## config.mk

```make
export PLATFORM = sky130hd
export DESIGN_NAME = motor_adc_seq
export DESIGN_NICKNAME = d
export VERILOG_FILES = /design/src/rtl/msq_pkg.sv /design/src/rtl/msq_regs.sv /design/src/rtl/msq_sequencer.sv /design/src/rtl/msq_irq.sv /design/src/rtl/motor_adc_seq.sv
export SDC_FILE = /design/constraint.sdc
export NUM_CORES = 1
export LEC_CHECK = 0
export BUFFER_PORTS_ARGS = -buffer_cell sky130_fd_sc_hd__clkbuf_2
export CORE_MARGIN = 10
export CORE_UTILIZATION = 55
export CTS_CLUSTER_SIZE = 25
export DETAILED_ROUTE_END_ITERATION = 12
export PLACE_DENSITY = 0.75
export SYNTH_ARGS = -nofsm -noshare
export SYNTH_HDL_FRONTEND = slang
export SYNTH_SLANG_ARGS = --single-unit
```

## constraint.sdc

```tcl
create_clock -name clk -period 2.2 [get_ports clk]
set_clock_uncertainty 0.2 [all_clocks]
set_input_delay 0.33 -clock clk [delete_from_list [all_inputs] [get_ports clk]]
set_output_delay 0.33 -clock clk [all_outputs]
set_load 0.02 [all_outputs]
```

## src/rtl/msq_pkg.sv

```systemverilog
package msq_pkg;
   // control word bit positions (decoded by the block)
   localparam int CB_AUX_LO  = 0;
   localparam int CB_PH_U    = 3;
   localparam int CB_AUX_EN  = 4;
   localparam int CB_HALF    = 5;
   localparam int CB_IE_ROT  = 6;
   localparam int CB_IE_CONV = 7;
   localparam int CB_LVL     = 8;
   localparam int CB_DIR     = 10;

   localparam int NSLOT  = 4;
   localparam int SLOT_W = $clog2(NSLOT);
   localparam int CHAN_W = 3;

   localparam int ADR_CTRL = 0;
   localparam int ADR_STAT = 1;
   localparam int ADR_RES0 = 2;

   localparam int NFLAG    = 2;
   localparam int FL_CONV  = 0;
   localparam int FL_ROT   = 1;

   typedef enum logic {SQ_IDLE = 1'b0, SQ_CONV = 1'b1} sq_state_t;

   typedef struct packed {
      logic       lvl_mode;
      logic       ie_conv;
      logic       ie_rot;
      logic       half;
      logic       aux_en;
      logic       ph_u;
      logic [1:0] aux_idx;
   } ctrl_t;
endpackage

```

## src/rtl/msq_regs.sv

```systemverilog
module msq_regs
   import msq_pkg::*;
#(
   parameter int BUS_W  = 16,
   parameter int ADDR_W = 3,
   parameter int DATA_W = 12
) (
   input  logic                    clk,
   input  logic                    rst_n,
   input  logic                    bus_wr,
   input  logic                    bus_rd,
   input  logic [ADDR_W-1:0]       bus_addr,
   input  logic [BUS_W-1:0]        bus_wdata,
   output logic [BUS_W-1:0]        bus_rdata,
   output ctrl_t                   ctrl,
   input  logic                    conv_evt,
   input  logic                    rot_evt,
   input  logic [NSLOT*DATA_W-1:0] res_flat,
   output logic                    stat_rd,
   output logic [NFLAG-1:0]        stat_q
);
   localparam logic [BUS_W-1:0] WR_MASK = BUS_W'((1 << CB_DIR) | (1 << CB_LVL) |
      (1 << CB_IE_CONV) | (1 << CB_IE_ROT) | (1 << CB_HALF) | (1 << CB_AUX_EN) |
      (1 << CB_PH_U) | (3 << CB_AUX_LO));

   logic [BUS_W-1:0] ctrl_raw;
   logic             wr_ctrl;
   logic [NFLAG-1:0] flag_set;

   assign wr_ctrl = bus_wr && (bus_addr == ADDR_W'(ADR_CTRL));
   assign stat_rd = bus_rd && (bus_addr == ADDR_W'(ADR_STAT));

   always_ff @(posedge clk or negedge rst_n) begin
      if (!rst_n)       ctrl_raw <= '0;
      else if (wr_ctrl) ctrl_raw <= bus_wdata & WR_MASK;
   end

   always_comb begin
      ctrl.aux_idx  = ctrl_raw[CB_AUX_LO +: 2];
      ctrl.ph_u     = ctrl_raw[CB_PH_U];
      ctrl.aux_en   = ctrl_raw[CB_AUX_EN];
      ctrl.half     = ctrl_raw[CB_HALF];
      ctrl.ie_rot   = ctrl_raw[CB_IE_ROT];
      ctrl.ie_conv  = ctrl_raw[CB_IE_CONV];
      ctrl.lvl_mode = ctrl_raw[CB_LVL];
   end

   assign flag_set[FL_CONV] = conv_evt;
   assign flag_set[FL_ROT]  = rot_evt;

   // sticky flags: a set in the read cycle wins over the clear
   for (genvar f = 0; f < NFLAG; f++) begin : g_flag
      always_ff @(posedge clk or negedge rst_n) begin
         if (!rst_n)           stat_q[f] <= 1'b0;
         else if (flag_set[f]) stat_q[f] <= 1'b1;
         else if (stat_rd)     stat_q[f] <= 1'b0;
      end
   end

   always_comb begin
      bus_rdata = '0;
      if (bus_addr == ADDR_W'(ADR_CTRL)) bus_rdata = ctrl_raw;
      if (bus_addr == ADDR_W'(ADR_STAT)) bus_rdata = BUS_W'(stat_q);
      for (int s = 0; s < NSLOT; s++) begin
         if (bus_addr == ADDR_W'(ADR_RES0 + s))
            bus_rdata = BUS_W'(res_flat[s*DATA_W +: DATA_W]);
      end
   end
endmodule

```

## src/rtl/msq_sequencer.sv

```systemverilog
module msq_sequencer
   import msq_pkg::*;
#(
   parameter int DATA_W = 12
) (
   input  logic                    clk,
   input  logic                    rst_n,
   input  logic                    ce,
   input  logic                    go,
   input  logic                    sel_u,
   input  logic                    sel_aux,
   input  logic [1:0]              aux_idx,
   input  logic                    adc_done,
   input  logic [DATA_W-1:0]       adc_data,
   output logic                    adc_req,
   output logic [CHAN_W-1:0]       adc_chan,
   output logic                    conv_evt,
   output logic [NSLOT*DATA_W-1:0] res_flat
);
   localparam logic [SLOT_W-1:0] SLOT_AUX = SLOT_W'(NSLOT - 1);

   sq_state_t         state_q;
   logic [NSLOT-1:0]  mask_q;
   logic [NSLOT-1:0]  start_mask;
   logic [SLOT_W-1:0] cur_q;
   logic [SLOT_W-1:0] first_slot;
   logic [SLOT_W-1:0] nxt_slot;
   logic              nxt_valid;
   logic [1:0]        aux_q;
   logic              accept;

   always_comb begin
      start_mask    = '1;
      start_mask[0] = sel_u;
      start_mask[NSLOT-1] = sel_aux;
      first_slot = '0;
      for (int j = NSLOT - 1; j >= 0; j--)
         if (start_mask[j]) first_slot = SLOT_W'(j);
      nxt_valid = 1'b0;
      nxt_slot  = '0;
      for (int j = NSLOT - 1; j >= 0; j--) begin
         if (mask_q[j] && (j > int'(cur_q))) begin
            nxt_valid = 1'b1;
            nxt_slot  = SLOT_W'(j);
         end
      end
   end

   assign accept   = ce && (state_q == SQ_CONV) && adc_done;
   assign conv_evt = accept && !nxt_valid;
   assign adc_req  = (state_q == SQ_CONV);
   assign adc_chan = (cur_q == SLOT_AUX) ? {1'b1, aux_q} : {1'b0, cur_q};

   always_ff @(posedge clk or negedge rst_n) begin
      if (!rst_n) begin
         state_q <= SQ_IDLE;
         mask_q  <= '0;
         cur_q   <= '0;
         aux_q   <= '0;
      end else if (ce) begin
         case (state_q)
            SQ_IDLE: if (go) begin
               state_q <= SQ_CONV;
               mask_q  <= start_mask;
               cur_q   <= first_slot;
               aux_q   <= aux_idx;
            end
            SQ_CONV: if (adc_done) begin
               if (nxt_valid) cur_q   <= nxt_slot;
               else           state_q <= SQ_IDLE;
            end
            default: state_q <= SQ_IDLE;
         endcase
      end
   end

   for (genvar g = 0; g < NSLOT; g++) begin : g_res
      logic [DATA_W-1:0] res_q;
      always_ff @(posedge clk or negedge rst_n) begin
         if (!rst_n)                                  res_q <= '0;
         else if (accept && (cur_q == SLOT_W'(g)))    res_q <= adc_data;
      end
      assign res_flat[g*DATA_W +: DATA_W] = res_q;
   end
endmodule

```

## src/rtl/msq_irq.sv

```systemverilog
module msq_irq (
   input  logic clk,
   input  logic rst_n,
   input  logic ce,
   input  logic lvl_mode,
   input  logic fire,
   input  logic stat_rd,
   output logic irq_n
);
   logic pulse_q;
   logic lvl_q;

   always_ff @(posedge clk or negedge rst_n) begin
      if (!rst_n)  pulse_q <= 1'b0;
      else if (ce) pulse_q <= fire;
   end

   always_ff @(posedge clk or negedge rst_n) begin
      if (!rst_n)       lvl_q <= 1'b0;
      else if (fire)    lvl_q <= 1'b1;
      else if (stat_rd) lvl_q <= 1'b0;
   end

   assign irq_n = !(lvl_mode ? lvl_q : pulse_q);
endmodule

```

## src/rtl/motor_adc_seq.sv

```systemverilog
module motor_adc_seq
   import msq_pkg::*;
#(
   parameter int DATA_W       = 12,
   parameter int BUS_W        = 16,
   parameter int ADDR_W       = 3,
   parameter bit HALF_RATE_EN = 1'b1
) (
   input  logic              clk,
   input  logic              rst_n,
   input  logic              bus_wr,
   input  logic              bus_rd,
   input  logic [ADDR_W-1:0] bus_addr,
   input  logic [BUS_W-1:0]  bus_wdata,
   output logic [BUS_W-1:0]  bus_rdata,
   input  logic              acq_start,
   input  logic              rot_done,
   output logic              adc_req,
   output logic [2:0]        adc_chan,
   input  logic              adc_done,
   input  logic [DATA_W-1:0] adc_data,
   output logic              sys_ce,
   output logic              irq_n
);
   if (DATA_W > BUS_W) begin : g_bad_data_w
      $error("DATA_W must not exceed BUS_W");
   end
   if (BUS_W <= CB_DIR) begin : g_bad_bus_w
      $error("BUS_W too narrow for the control word");
   end
   if ((1 << ADDR_W) < ADR_RES0 + NSLOT) begin : g_bad_addr_w
      $error("ADDR_W too narrow for the register map");
   end

   ctrl_t                   ctrl;
   logic                    conv_evt;
   logic                    rot_evt;
   logic                    fire;
   logic                    stat_rd;
   logic [NFLAG-1:0]        stat_q;
   logic [NSLOT*DATA_W-1:0] res_flat;

   if (HALF_RATE_EN) begin : g_half
      logic tog_q;
      always_ff @(posedge clk or negedge rst_n) begin
         if (!rst_n) tog_q <= 1'b0;
         else        tog_q <= !tog_q;
      end
      assign sys_ce = ctrl.half ? tog_q : 1'b1;
   end else begin : g_full
      assign sys_ce = 1'b1;
   end

   assign rot_evt = rot_done && sys_ce;
   assign fire    = (conv_evt && ctrl.ie_conv) || (rot_evt && ctrl.ie_rot);

   msq_regs #(.BUS_W(BUS_W), .ADDR_W(ADDR_W), .DATA_W(DATA_W)) u_regs (
      .clk(clk), .rst_n(rst_n), .bus_wr(bus_wr), .bus_rd(bus_rd),
      .bus_addr(bus_addr), .bus_wdata(bus_wdata), .bus_rdata(bus_rdata),
      .ctrl(ctrl), .conv_evt(conv_evt), .rot_evt(rot_evt),
      .res_flat(res_flat), .stat_rd(stat_rd), .stat_q(stat_q)
   );

   msq_sequencer #(.DATA_W(DATA_W)) u_seq (
      .clk(clk), .rst_n(rst_n), .ce(sys_ce), .go(acq_start),
      .sel_u(ctrl.ph_u), .sel_aux(ctrl.aux_en), .aux_idx(ctrl.aux_idx),
      .adc_done(adc_done), .adc_data(adc_data), .adc_req(adc_req),
      .adc_chan(adc_chan), .conv_evt(conv_evt), .res_flat(res_flat)
   );

   msq_irq u_irq (
      .clk(clk), .rst_n(rst_n), .ce(sys_ce), .lvl_mode(ctrl.lvl_mode),
      .fire(fire), .stat_rd(stat_rd), .irq_n(irq_n)
   );
endmodule

```

==> flow_summary.toml, run 1 <==
[outcome]
run_status = "complete, no violations"

[clock_tree]
cts.reportedPaths.clkPinSlew_ns = 0.07
postCtsSetupRepairBufs = 0
tritoncts.num_buffers = 9
clkSinkCount = 69
cts-htree-levels = 3
cts-root-to-sink-buffers = 2
cts_resized = 0
clk_latency_ns = 0.34
hold_bufs_inserted_after_cts = 1
clock_tree_root_driver_cell = "clkbuf_8"
cts_tree = "yes"

[setup_path]
worst_ep_arrival_time_ns = 1.52
setup.worst_path.start_class = "flip-flop"
timing.critical_path.from = "u_regs.stat_q[1]$_DFFE_PN0P_"
rrSetupSlack_ns = 0.27
timing.critical_path.cells = "mux4_2 > inv_1 > o22ai_1 > clkbuf_2"
reg2reg_to = "u_seq.g_res[1].res_q[1]$_DFFE_PN0P_"
critPathMaxFanout = 2
worstSetupPathType = "flip-flop to output pin"
critPathRequiredTime_ns = 1.67
r2r_start = "u_regs.ctrl_raw[5]$_DFFE_PN0P_"
critical_path.endpoint_type = "output pin"
max_stage_delay_ns = 0.45
timing.reg2reg.worst_path_depth = 6
cpMaxStageDelayCell = "mux4_2"
worstSetupEndpoint = "bus_rdata[1]"

[power_and_ir_drop]
logic_gate_share_of_total_power = 0.327
cellLeakagePower_uw = 0.001806
power-per-cell-area_nw_per_um2 = 1284
switching_power_uw = 1583
cell_internal_pwr_uw = 3399
clkPwrFrac = 0.230
power.total_uw = 4981
vdd_ir_drop_max_mv = 0.6885
pwr-share-seq = 0.442
power_switching_share = 0.3177

[finish]
num-nets-final = 342
n_antenna_cell = 0
area_growth_syn_to_layout_pct = 18.22
final_layout_size_suffix_gt1_frac = 0.4498
filler_cell_count = 465
final_instance_area_um2 = 3880

[routing]
first_iter_violations = 76
wl_per_cell_um = 18.54
postRouteAntennaNets = 0
first_pass_iters = 4
routed-via-count = 2154
via_density_per_instance = 5.609
drt_drc_violations_left = 0
postRouteWirelength_um = 7118

[logic_synthesis]
synth_async_sr_flop_share = 1.000
yosys_warnings = 0
seq_area_frac_synth = 0.5261
dominant_synthesized_flop_cell = "dfrtp_1"
post_synth_instance_area_um2 = 3282
post_syn_instances = 246
post_synth.cell_area_avg_um2 = 13.34
synth_enable_flop_cells = 0
netlist-cell-type-count = 40
synth-seq-cells = 69

[sta]
timing_hold_violations_final = 0
layout_setup_ws_ns = 0.1490
clock.fmax_ghz = 0.4876
final.min_clock_period_ns = 2.051
relSlewSlack = 0.6571
final.setup.tns_ns = 0
period_share = 0.9323
slew_viol_final = 0
setup_repair_after_global_routing_missed_its_margin = "no"
max_slew.worst_pin.slew_ns = 0.5144
setup_viol = 0

[floorplan]
std_cell_rows = 28
chipWidth_um = 97.25
core_area_um2 = 5851
total_i_o_pin_count = 60
initial_utilization = 0.5609
die_area_um2 = 9457
dieHeight_um = 97.25

[global_route]
globalRouteTotalUtil = 0.1524
grt_max_degree = 58
wire_length_of_the_first_global_routing_pass_um = 11560
antenna_violations_before_repair = 0
grt_overflow = 0
grt_pass1_vias = 2336

[run]
timing.max_cap.violations = 0

[placed_design]
routabilityCongestion = 0.7998
place_worst_setup_slack_ns = 0.2068
post_dp_cell_area_um2 = 3646
port-buffer-count = 48
dp.final_hpwl_um = 5092

[hold_path]
worst_min_delay_path_category = "input pin to flip-flop"
registers in the layout, indices dropped and copies added (netlist names):
name and count:
g_half.tog_q 1, u_irq.lvl_q 1, u_regs.ctrl_raw 9, u_seq.g_res.res_q 48, u_regs.stat_q 2, u_seq.aux_q 2
u_seq.adc_req 1, u_irq.pulse_q 1, u_seq.cur_q 2, u_seq.mask_q 2
worst min-delay path by stage:
| stage | start | endpoint | slack (ns) | cells past startpoint |
|---|---|---|---|---|
| after floorplan | rst_n | g_half.tog_q$_DFF_PN0_ | -0.17 | 0 |
| after global placement | rst_n | u_seq.g_res[0].res_q[4]$_DFFE_PN0P_ | 0.04 | 1 |
| after detailed placement | rst_n | u_seq.g_res[0].res_q[4]$_DFFE_PN0P_ | 0.05 | 1 |
| after CTS | bus_wdata[7] | u_regs.ctrl_raw[7]$_DFFE_PN0P_ | 0.02 | 2 |
| after global routing | bus_wdata[1] | u_regs.ctrl_raw[1]$_DFFE_PN0P_ | 0.02 | 2 |
| final | bus_wdata[1] | u_regs.ctrl_raw[1]$_DFFE_PN0P_ | 0.03 | 2 |
logic make-up (layout without fill, tap and decap cells):
kind of cell           Yosys count  in the layout  synth area share
multiplexers                    86             86            0.2932
flip-flops                      69             69            0.5261
AO/OA/AOI/OAI                   33             33           0.06557
AND/OR/NAND/NOR                 33             33           0.07206
buffers and inverters           24             84           0.04194
other                            1              4          0.001143
per-layer routing:
metal  vias up  track usage  part of all wire
li1       1001            -                 -
met1      1085       0.1797              0.43
met4         0      0.08166             0.025
met2        52       0.2505              0.50
met3        16      0.03698             0.047
met5         -            0                 0
placed cells by master (no fill, tap or decap), drive strengths merged, types with 2 or more instances in the layout:
cell type / synthesis / layout
dfrtp: 69 / 69
mux2: 61 / 61
clkbuf: 2 / 57
mux2i: 23 / 23
buf: 15 / 13
o22ai: 12 / 12
nor2: 12 / 12
a21oi: 8 / 8
inv: 7 / 7
nand2: 4 / 4
conb: 1 / 4
nor2b: 4 / 4
nand2b: 3 / 3
a21o: 3 / 3
clkinv: 0 / 3
mux4: 2 / 2
a21boi: 2 / 2
nor3b: 2 / 2
bufinv: 0 / 2
nand3: 2 / 2
critical path: cells and delay by family (launching register included):
kind                   cells  cell delay (ns)
AO/OA/AOI/OAI              1             0.07
multiplexers               1             0.45
flip-flops                 1             0.41
buffers and inverters      2             0.23
power by group through the flow:
stage	sequential, µW	combinational, µW	clock, µW
global route	2270	1780	1230
finish	2200	1630	1150
CTS	2200	1660	1170
detailed placement	2230	1650	0
floorplan	2070	1320	0
global placement	2180	1590	0
stage by stage:
stage,cells,util,hold slack [ns]
2_1_floorplan,249,-,-0.1656
4_1_cts,384,0.6632,0.01602
3_3_place_gp,367,0.6232,0.04176
6_report,384,0.6632,0.02952
5_1_grt,384,0.6632,0.01777
3_5_place_dp,367,0.6232,0.04553
synth_stat cells (2+ instances only):
library cell,n,area [µm²]
buf_6,2,22.52
o22ai_1,12,75.07
mux2_1,10,112.6
clkbuf_1,2,7.510
inv_1,6,22.52
mux4_2,2,45.04
dfrtp_1,69,1727
nor2b_1,3,18.77
nand2_1,4,15.01
nand2b_1,3,18.77
mux2i_1,23,230.2
buf_2,6,30.03
a21o_1,3,22.52
mux2_2,51,574.3
a21boi_0,2,15.01
nor3b_4,2,37.54
buf_4,6,45.04
a21oi_1,8,40.04
nor2_1,11,41.29
cell type report:
cell class,count,area [µm²],area share
multi-input combinational,156,1429,0.3683
clock inverter,6,86.33,0.02225
clock buffer,10,137.6,0.03547
sequential,69,1727,0.4450
inverter,7,28.78,0.007417
tap,75,93.84,0.02419
timing repair buffer,61,377.9,0.09739
No activity file was read; power rests on OpenSTA's default activity.
==> run 2: changes to the inputs <==
Settings changed: GPL_TIMING_DRIVEN from default to 1, PLACE_DENSITY 0.75 to default, PLACE_DENSITY_LB_ADDON from default to 0.15.
==> flow_summary.toml, run 2 (synthesized netlist as in run 1, its figures left out) <==
[outcome]
run_status = "complete, no violations"

[power_and_ir_drop]
cellLeakagePower_uw = 0.001806
power_switching_share = 0.3245
switching_power_uw = 1573
cell_internal_pwr_uw = 3275
power-per-cell-area_nw_per_um2 = 1251
pwr-share-seq = 0.454
vdd_ir_drop_max_mv = 0.7539
clkPwrFrac = 0.205
logic_gate_share_of_total_power = 0.342

[sta]
setup_repair_after_global_routing_missed_its_margin = "no"
period_share = 0.9322
clock.fmax_ghz = 0.4876
final.setup.tns_ns = 0
timing_hold_violations_final = 0
slew_viol_final = 0
setup_viol = 0
final.min_clock_period_ns = 2.051

[run]
timing.max_cap.violations = 0

[placed_design]
dp.final_hpwl_um = 4902
routabilityCongestion = 0.8341
port-buffer-count = 48
post_dp_cell_area_um2 = 3681

[finish]
most_common_cell_after_layout_fill_and_taps_aside = "dfrtp_1"
largestRegisters = "u_seq.g_res.res_q (48), u_regs.ctrl_raw (9)"
n_antenna_cell = 0
largest_reg_flops = 48
final_layout_size_suffix_gt1_frac = 0.4455
area_growth_syn_to_layout_pct = 18.07
most-common-layout-cells = "69 x dfrtp_1, 51 x mux2_2, 47 x clkbuf_2"
filler_cell_count = 456
largest_register = "u_seq.g_res.res_q"
num-nets-final = 345
final_instance_area_um2 = 3875

[routing]
routed-via-count = 2127
postRouteWirelength_um = 7130
via_density_per_instance = 5.496
postRouteAntennaNets = 0
first_iter_violations = 73
drt_drc_violations_left = 0
wl_per_cell_um = 18.42
first_pass_iters = 4

[setup_path]
critPathMaxFanout = 3
worstSetupEndpoint = "bus_rdata[1]"
worstSetupPathType = "flip-flop to output pin"
critPathRequiredTime_ns = 1.67
setup.worst_path.start_class = "flip-flop"
critical_path.endpoint_type = "output pin"
timing.reg2reg.worst_path_depth = 6
r2r_start = "u_regs.ctrl_raw[5]$_DFFE_PN0P_"
timing.critical_path.cells = "mux4_2 > inv_1 > o22ai_1 > clkbuf_2"
worst_ep_arrival_time_ns = 1.52
rrSetupSlack_ns = 0.28
cpMaxStageDelayCell = "mux4_2"
reg2reg_to = "u_seq.g_res[0].res_q[1]$_DFFE_PN0P_"
timing.critical_path.from = "u_regs.ctrl_raw[1]$_DFFE_PN0P_"
max_stage_delay_ns = 0.46

[hold_path]
worst_min_delay_path_category = "input pin to flip-flop"

[floorplan]
die_area_um2 = 9457
core_area_um2 = 5851
std_cell_rows = 28
dieHeight_um = 97.25
total_i_o_pin_count = 60
chipWidth_um = 97.25
initial_utilization = 0.5609

[clock_tree]
clkSinkCount = 69
cts_resized = 0
clk_latency_ns = 0.34
clock_tree_root_driver_cell = "clkbuf_8"
postCtsSetupRepairBufs = 0
cts-htree-levels = 3
tritoncts.num_buffers = 9
cts-root-to-sink-buffers = 2
cts.reportedPaths.clkPinSlew_ns = 0.08
cts_tree = "yes"

[global_route]
wire_length_of_the_first_global_routing_pass_um = 11790
antenna_violations_before_repair = 0
grt_pass1_vias = 2339
grt_max_degree = 70
grt_overflow = 0
globalRouteTotalUtil = 0.1539
run 2: cell count changes in the layout (fill, tap and decap cells not counted):
| cell | delta |
|---|---|
| clkbuf_8 | -1 |
| clkbuf_1 | +3 |
| clkinvlp_4 | -1 |
| bufinv_16 | -1 |
| buf_4 | +2 |
| buf_12 | +1 |
run 2: what timing repair did:
action,in CTS,in global routing
hold endpoints to repair,69,0
endpoints found under the setup margin,0,0
hold buffers,1,0
run 2: worst min path at each step:
stage                      start                              to  slack, ns  cells after the start
detailed placement         rst_n  u_regs.ctrl_raw[5]$_DFFE_PN0P_       0.18                      2
floorplan                  rst_n          g_half.tog_q$_DFF_PN0_      -0.17                      0
global route        bus_wdata[0]  u_regs.ctrl_raw[0]$_DFFE_PN0P_       0.02                      2
CTS                 bus_wdata[0]  u_regs.ctrl_raw[0]$_DFFE_PN0P_       0.01                      2
finish              bus_wdata[4]  u_regs.ctrl_raw[4]$_DFFE_PN0P_       0.02                      2
global placement           rst_n  u_regs.ctrl_raw[4]$_DFFE_PN0P_       0.18                      2
run 2: area by class of cell:
type | instances | area [µm²] | share of cell area
Sequential cell | 69 | 1727 | 0.4456
Inverter | 7 | 28.78 | 0.007427
Clock buffer | 12 | 135.1 | 0.03487
Tap cell | 75 | 93.84 | 0.02422
Timing Repair Buffer | 64 | 412.9 | 0.1066
Multi-Input combinational cell | 156 | 1429 | 0.3687
Clock inverter | 4 | 48.80 | 0.01259
run 2: metal layers:
layer | vias up | global-route usage | share of wire
met5 | - | 0 | 0
met4 | 0 | 0.05928 | 0.015
met3 | 11 | 0.04410 | 0.057
met1 | 1059 | 0.1912 | 0.46
li1 | 1006 | - | -
met2 | 51 | 0.2469 | 0.47
run 2: critical path: cells and delay by family, from the launching register on:
kind	cells	cell delay, ns
buffers and inverters	2	0.25
multiplexers	1	0.46
AO/OA/AOI/OAI	1	0.08
flip-flops	1	0.40
run 2: power by group through the flow:
stage	Combinational (µW)	Sequential, µW	Clock (µW)
after floorplan	1320	2070	0
after global placement	1620	2180	0
after detailed placement	1670	2220	0
after CTS	1680	2200	1000
after global routing	1830	2270	1060
final	1660	2200	992
run 2: per-stage QoR:
stage | hold WS (ns) | total power (µW) | setup slack [ns] | util | std cells
floorplan | -0.1656 | 3395 | 0.3371 | - | 249
global placement | 0.1810 | 3809 | 0.2687 | 0.6292 | 370
detailed placement | 0.1814 | 3890 | 0.2425 | 0.6292 | 370
CTS | 0.01137 | 4881 | 0.1299 | 0.6623 | 387
global route | 0.01741 | 5159 | 0.06496 | 0.6623 | 387
finish | 0.02113 | 4848 | 0.1492 | 0.6623 | 387
